<file path="config.mk">
export PLATFORM = sky130hd
export DESIGN_NAME = rxp_top
export DESIGN_NICKNAME = d
export VERILOG_FILES = /design/src/rtl/rxp_pkg.sv /design/src/rtl/rxp_rst_sync.sv /design/src/rtl/rxp_packer.sv /design/src/rtl/rxp_fifo.sv /design/src/rtl/rxp_top.sv
export SDC_FILE = /design/constraint.sdc
export NUM_CORES = 1
export LEC_CHECK = 0
export BUFFER_PORTS_ARGS = -buffer_cell sky130_fd_sc_hd__buf_2
export CAP_MARGIN = 20
export CORE_MARGIN = 2
export CORE_UTILIZATION = 55
export DETAILED_ROUTE_END_ITERATION = 6
export GPL_ROUTABILITY_DRIVEN = 0
export PLACE_DENSITY = 0.76
export SKIP_CTS_REPAIR_TIMING = 1
export SYNTH_ARGS = -nofsm -noshare
export SYNTH_HDL_FRONTEND = slang
export SYNTH_HIERARCHICAL = 1
export SYNTH_SLANG_ARGS = --single-unit
</file>
<file path="constraint.sdc">
create_clock -name clk -period 1.6 [get_ports clk]
set_input_delay 0 -clock clk [delete_from_list [all_inputs] [get_ports clk]]
set_output_delay 0 -clock clk [all_outputs]
set_load 0.05 [all_outputs]
</file>
<file path="src/rtl/rxp_pkg.sv">
package rxp_pkg;
  localparam int WORD_BYTES = 4;
  localparam int WORD_W     = 8 * WORD_BYTES;
  localparam int NB_W       = 3;
  localparam int LVL_W      = 6;
  localparam int CTRL_W     = 16;

  typedef struct packed {
    logic [NB_W-1:0]   nbytes;
    logic [WORD_W-1:0] data;
  } rxp_entry_t;
endpackage

</file>
<file path="src/rtl/rxp_rst_sync.sv">
module rxp_rst_sync (
  input  logic clk,
  input  logic rst_n,
  output logic rst_sync_n
);
  logic [1:0] stage_q;

  always_ff @(posedge clk or negedge rst_n) begin
    if (!rst_n) stage_q <= 2'b00;
    else        stage_q <= {stage_q[0], 1'b1};
  end

  assign rst_sync_n = stage_q[1];
endmodule

</file>
<file path="src/rtl/rxp_packer.sv">
module rxp_packer
  import rxp_pkg::*;
(
  input  logic       clk,
  input  logic       rst_n,
  input  logic       en,
  input  logic       clr,
  input  logic       byte_vld,
  input  logic [7:0] byte_dat,
  input  logic       xfer_end,
  output logic       push_o,
  output logic       partial_o,
  output rxp_entry_t entry_o
);
  logic [WORD_W-1:0] acc_q, acc_d, merged;
  logic [NB_W-1:0]   cnt_q, cnt_d, cnt_sum;
  logic              ld;

  always_comb begin
    merged    = byte_vld ? {acc_q[WORD_W-9:0], byte_dat} : acc_q;
    cnt_sum   = cnt_q + NB_W'(byte_vld);
    acc_d     = acc_q;
    cnt_d     = cnt_q;
    push_o    = 1'b0;
    partial_o = 1'b0;
    entry_o.data   = merged;
    entry_o.nbytes = cnt_sum;
    if (clr) begin
      acc_d = '0;
      cnt_d = '0;
    end else if (en) begin
      if (cnt_sum == NB_W'(WORD_BYTES)) begin
        push_o = 1'b1;
        acc_d  = '0;
        cnt_d  = '0;
      end else if (xfer_end && (cnt_sum != '0)) begin
        push_o    = 1'b1;
        partial_o = 1'b1;
        acc_d     = '0;
        cnt_d     = '0;
      end else begin
        acc_d = merged;
        cnt_d = cnt_sum;
      end
    end
  end

  assign ld = clr | en;

  always_ff @(posedge clk or negedge rst_n) begin
    if (!rst_n) begin
      acc_q <= '0;
      cnt_q <= '0;
    end else if (ld) begin
      acc_q <= acc_d;
      cnt_q <= cnt_d;
    end
  end
endmodule

</file>
<file path="src/rtl/rxp_fifo.sv">
module rxp_fifo
  import rxp_pkg::*;
#(
  parameter int DEPTH = 8
) (
  input  logic             clk,
  input  logic             rst_n,
  input  logic             flush,
  input  logic             push,
  input  rxp_entry_t       push_entry,
  input  logic             pop_req,
  output rxp_entry_t       head_o,
  output logic [LVL_W-1:0] count_o,
  output logic             ovf_o,
  output logic             unf_o
);
  localparam int PTR_W = (DEPTH > 1) ? $clog2(DEPTH) : 1;
  localparam logic [PTR_W-1:0] LAST = PTR_W'(DEPTH - 1);

  rxp_entry_t       mem_q [DEPTH];
  logic [PTR_W-1:0] wptr_q, wptr_d, rptr_q, rptr_d;
  logic [LVL_W-1:0] cnt_q, cnt_d;
  logic             ovf_q, ovf_d, unf_q, unf_d;
  logic             empty, full, pop, push_ok;

  always_comb begin
    empty   = (cnt_q == '0);
    full    = (cnt_q == LVL_W'(DEPTH));
    pop     = pop_req & ~empty & ~flush;
    push_ok = push & (~full | pop) & ~flush;
    ovf_d   = push & full & ~pop & ~flush;
    unf_d   = pop_req & empty & ~flush;
    wptr_d  = wptr_q;
    rptr_d  = rptr_q;
    cnt_d   = cnt_q + LVL_W'(push_ok) - LVL_W'(pop);
    if (flush) begin
      wptr_d = '0;
      rptr_d = '0;
      cnt_d  = '0;
    end else begin
      if (push_ok) wptr_d = (wptr_q == LAST) ? '0 : wptr_q + 1'b1;
      if (pop)     rptr_d = (rptr_q == LAST) ? '0 : rptr_q + 1'b1;
    end
  end

  always_ff @(posedge clk or negedge rst_n) begin
    if (!rst_n) begin
      wptr_q <= '0;
      rptr_q <= '0;
      cnt_q  <= '0;
      ovf_q  <= 1'b0;
      unf_q  <= 1'b0;
    end else begin
      wptr_q <= wptr_d;
      rptr_q <= rptr_d;
      cnt_q  <= cnt_d;
      ovf_q  <= ovf_d;
      unf_q  <= unf_d;
    end
  end

  always_ff @(posedge clk) begin
    if (push_ok) mem_q[wptr_q] <= push_entry;
  end

  assign head_o  = empty ? '0 : mem_q[rptr_q];
  assign count_o = cnt_q;
  assign ovf_o   = ovf_q;
  assign unf_o   = unf_q;
endmodule

</file>
<file path="src/rtl/rxp_top.sv">
module rxp_top
  import rxp_pkg::*;
#(
  parameter int DEPTH = 8
) (
  input  logic        clk,
  input  logic        rst_n,
  input  logic        byte_vld_i,
  input  logic [7:0]  byte_i,
  input  logic        xfer_end_i,
  input  logic        ctrl_wr_i,
  input  logic [15:0] ctrl_wdata_i,
  output logic [15:0] ctrl_rdata_o,
  input  logic        rd_en_i,
  output logic [31:0] rd_data_o,
  output logic [2:0]  rd_nbytes_o,
  output logic [5:0]  fill_o,
  output logic        irq_o,
  output logic        ovf_o,
  output logic        unf_o
);
  localparam int EN_BIT   = 0;
  localparam int FL_BIT   = 1;
  localparam int TRIG_LSB = 8;

  logic             rst_i_n;
  logic             en_q, en_d, pend_q, pend_d, ctl_ld;
  logic [LVL_W-1:0] trig_q, trig_d, fill;
  logic             flush, pk_push, pk_partial;
  rxp_entry_t       pk_entry, head;

  rxp_rst_sync u_rst (.clk(clk), .rst_n(rst_n), .rst_sync_n(rst_i_n));

  assign flush = ctrl_wr_i & ctrl_wdata_i[FL_BIT];

  rxp_packer u_pack (
    .clk(clk), .rst_n(rst_i_n), .en(en_q), .clr(flush),
    .byte_vld(byte_vld_i), .byte_dat(byte_i), .xfer_end(xfer_end_i),
    .push_o(pk_push), .partial_o(pk_partial), .entry_o(pk_entry)
  );

  rxp_fifo #(.DEPTH(DEPTH)) u_fifo (
    .clk(clk), .rst_n(rst_i_n), .flush(flush), .push(pk_push),
    .push_entry(pk_entry), .pop_req(rd_en_i), .head_o(head),
    .count_o(fill), .ovf_o(ovf_o), .unf_o(unf_o)
  );

  always_comb begin
    ctl_ld = ctrl_wr_i;
    en_d   = ctrl_wdata_i[EN_BIT];
    trig_d = ctrl_wdata_i[TRIG_LSB +: LVL_W];
    pend_d = pend_q;
    if (flush)                        pend_d = 1'b0;
    else if (pk_push && pk_partial)   pend_d = 1'b1;
    else if (rd_en_i && fill != '0)   pend_d = 1'b0;
  end

  always_ff @(posedge clk or negedge rst_i_n) begin
    if (!rst_i_n) begin
      en_q   <= 1'b0;
      trig_q <= '0;
      pend_q <= 1'b0;
    end else begin
      if (ctl_ld) begin
        en_q   <= en_d;
        trig_q <= trig_d;
      end
      pend_q <= pend_d;
    end
  end

  assign ctrl_rdata_o = {2'b00, trig_q, 6'b000000, 1'b0, en_q};
  assign rd_data_o    = head.data;
  assign rd_nbytes_o  = head.nbytes;
  assign fill_o       = fill;
  assign irq_o        = pend_q | ((fill != '0) && (fill >= trig_q));
endmodule

</file>
==> results_dict.tcl <==
set metrics [dict create \
    status "finished, violations left" \
    violations "negative setup slack" \
    grt_pass1_vias 8465 \
    max_freq_mhz 317.4 \
    path_class "flop to flop" \
    antenna_found_initial 0 \
    multi_input_area_um2 4741 \
    powerDensity_nw_per_um2 1708 \
    num_rows 59 \
    post-route-util_pct 74.60 \
    layout.cells.non_filler 1368 \
    hold_violations 0 \
    arrival_ns 3.55 \
    nets 1059 \
    ant_nets 0 \
    post-route-min-period_ns 3.150 \
    clock_sinks 339 \
    worst_hold_slack_ns 0.0003085 \
    start_util_pct 55.61 \
    n_antenna_cell 0 \
    leakage_nw 7.017 \
    cts_max_level 2 \
    fp.dieArea_um2 27430 \
    end_kind "flop" \
    finalWirelength_um 37910 \
    nFillCells 1353 \
    grt_pass1_wl_um 48260 \
    grt_use_total_pct 22.70 \
    syn_inst 786 \
    grt_max_degree 77 \
    rsz0062_at_grt "yes" \
    io_pins 90 \
    synth_warnings 6 \
    tightest_slew_ns 0.9631 \
    syn_to_final_growth_pct 34.14 \
    drive_above_1_share_pct 45.69 \
    cts_tree "built" \
    setup_viol 362 \
    io_buffer_count 72 \
    wl_per_cell_um 27.71 \
    cap_violations 0 \
    clock_latency_ns 0.53 \
    coreArea_um2 25840 \
    cts_root_buffer "clkbuf_16" \
    finalWorstSetupSlack_ns -1.550 \
    cts_made_buffers 34 \
    synth_edf_count 280 \
    min_path_cells 4 \
    hp-class "input pin to flop" \
    period_share_pct 196.9 \
    drt_iter0_drc 837 \
    avgSynthCellArea_um2 18.28 \
    grt_overflow 0 \
    ys_types 57 \
    place_inst 1229 \
    viasPerCell 6.235 \
    path_clk_slew_ns 0.06 \
    cp.required_ns 2.00 \
    ys.flop_type "edfxtp_1" \
    drt-pass1-iter-count 7 \
    num_vias 8529 \
    path_max_fanout 3 \
    ir_drop_mv 1.458 \
    relSlewSlack_pct 35.79 \
    drc_errors 0 \
    seq_area_um2 9901 \
    dp_hpwl_um 19190 \
    fp.dieH_um 165.6 \
    finalSetupTns_ns -353.32 \
    start_kind "flop" \
    dieWidth_um 165.6 \
    ys_ff_latch 339 \
    synth-async-reset-ratio_pct 17.40 \
    fin_skew_ns 0.02687 \
    rr_worst_depth 14 \
    maxSlewViolCount 0 \
    synth_area_um2 14370 \
    clock_path_buffers 3 \
    ys_seq_area_share_pct 68.79 \
]
[registers in the layout, indices dropped and copies added, names as in the netlist]
name,count
u_fifo/mem_q,280
u_pack/acc_q,32
trig_q,6
u_fifo/count_o,6
u_fifo/rptr_q,3
u_fifo/wptr_q,3
u_pack/cnt_q,3
u_rst/stage_q,2
en_q,1
pend_q,1
u_fifo/ovf_o,1
u_fifo/unf_o,1
[placed cells by master, fill, tap and decap left out, drive strengths merged, types with 5 or more instances in the layout]
cell,count
nor2,16
clkbuf,65
edfxtp,280
inv,49
a22o,35
nor2b,5
a21oi,11
nand2,15
mux4,70
mux2,37
nand2b,40
ha,21
conb,10
dlygate4sd3,23
buf,188
nor4,7
o32ai,30
o21ai,11
clkinv,15
dfrtp,59
[metrics by stage]
stage / setup WS, ns / power (mW) / cell area (um2)
after floorplan: -1.590 / 19.22 / 15010
after global placement: -1.511 / 21.59 / 16320
after detailed placement: -1.566 / 21.90 / 16320
after CTS: -1.576 / 29.57 / 17410
after global routing: -1.695 / 33.95 / 19270
final: -1.550 / 32.93 / 19270
[critical path: stages (launching register included)]
cell	delay, ns
dfrtp_1	0.41
ha_4	0.18
ha_4	0.27
or2_1	0.14
nor2_2	0.07
nor4b_4	0.23
nor2b_4	0.23
nand2b_4	0.07
ha_4	0.25
inv_2	0.03
ha_4	0.15
fa_2	0.33
a21o_1	0.20
a21oi_2	0.16
mux2_4	0.31
[power breakdown]
| part | internal, mW | switching, mW |
|---|---|---|
| Combinational | 6.95 | 7.83 |
| Sequential | 10.1 | 0.273 |
| Clock | 4.54 | 3.29 |
[worst paths after layout]
kind                                      to  slack (ns)        startpoint
max                        u_fifo/count_o[4]       -1.55   u_pack/cnt_q[0]
min                          u_pack/cnt_q[0]      0.0003        byte_vld_i
max reg2reg                u_fifo/count_o[4]       -1.55   u_pack/cnt_q[0]
min reg2reg                  u_pack/acc_q[7]        0.13  u_rst/stage_q[1]
max in group asynchronous   u_fifo/rptr_q[0]        0.92  u_rst/stage_q[1]
min in group asynchronous    u_pack/acc_q[7]        0.13  u_rst/stage_q[1]
[cell families (layout without fill, tap and decap cells)]
logic type	after synthesis	count (layout)	synth area share, %
adder cells (fa/ha/maj)	22	22	1.968
other	2	10	0.05227
AND/OR/NAND/NOR	107	107	4.380
multiplexers	109	109	14.01
buffers and inverters	104	343	3.509
flip-flops	339	339	68.79
XOR/XNOR	2	2	0.1219
AO/OA/AOI/OAI	101	101	7.166
[routing by layer]
| metal | wire length, um | share of wire [%] | vias to the layer above | GRT usage, % |
|---|---|---|---|---|
| met3 | 2718 | 7.2 | 110 | 3.799 |
| met1 | 14320 | 38 | 4433 | 29.99 |
| li1 | - | - | 3556 | - |
| met2 | 19600 | 52 | 430 | 39.26 |
| met4 | 1266 | 3.3 | 0 | 6.654 |
| met5 | 0 | 0 | - | 0 |
[cell usage after synthesis (8+ instances only)]
cell type | n | share of area, %
o32ai_2 | 30 | 3.4
a21oi_1 | 11 | 0.38
o21ai_0 | 8 | 0.28
clkbuf_1 | 24 | 0.63
ha_1 | 21 | 1.8
inv_1 | 49 | 1.3
nor2_1 | 15 | 0.39
buf_4 | 12 | 0.63
mux2_1 | 32 | 2.5
dfrtp_1 | 59 | 10
mux4_2 | 70 | 11
nand2b_1 | 40 | 1.7
buf_6 | 8 | 0.63
a22o_1 | 35 | 2.1
nand2_1 | 15 | 0.39
edfxtp_1 | 280 | 59
[final cells by class]
| type | instances | area share, % |
|---|---|---|
| Multi-Input combinational cell | 351 | 24.60 |
| Timing Repair Buffer | 232 | 15.25 |
| Tap cell | 335 | 2.175 |
| Inverter | 49 | 0.9542 |
| Sequential cell | 339 | 51.37 |
| Clock inverter | 18 | 0.7141 |
| Clock buffer | 44 | 4.940 |
Power figures use the tool's default switching activity.
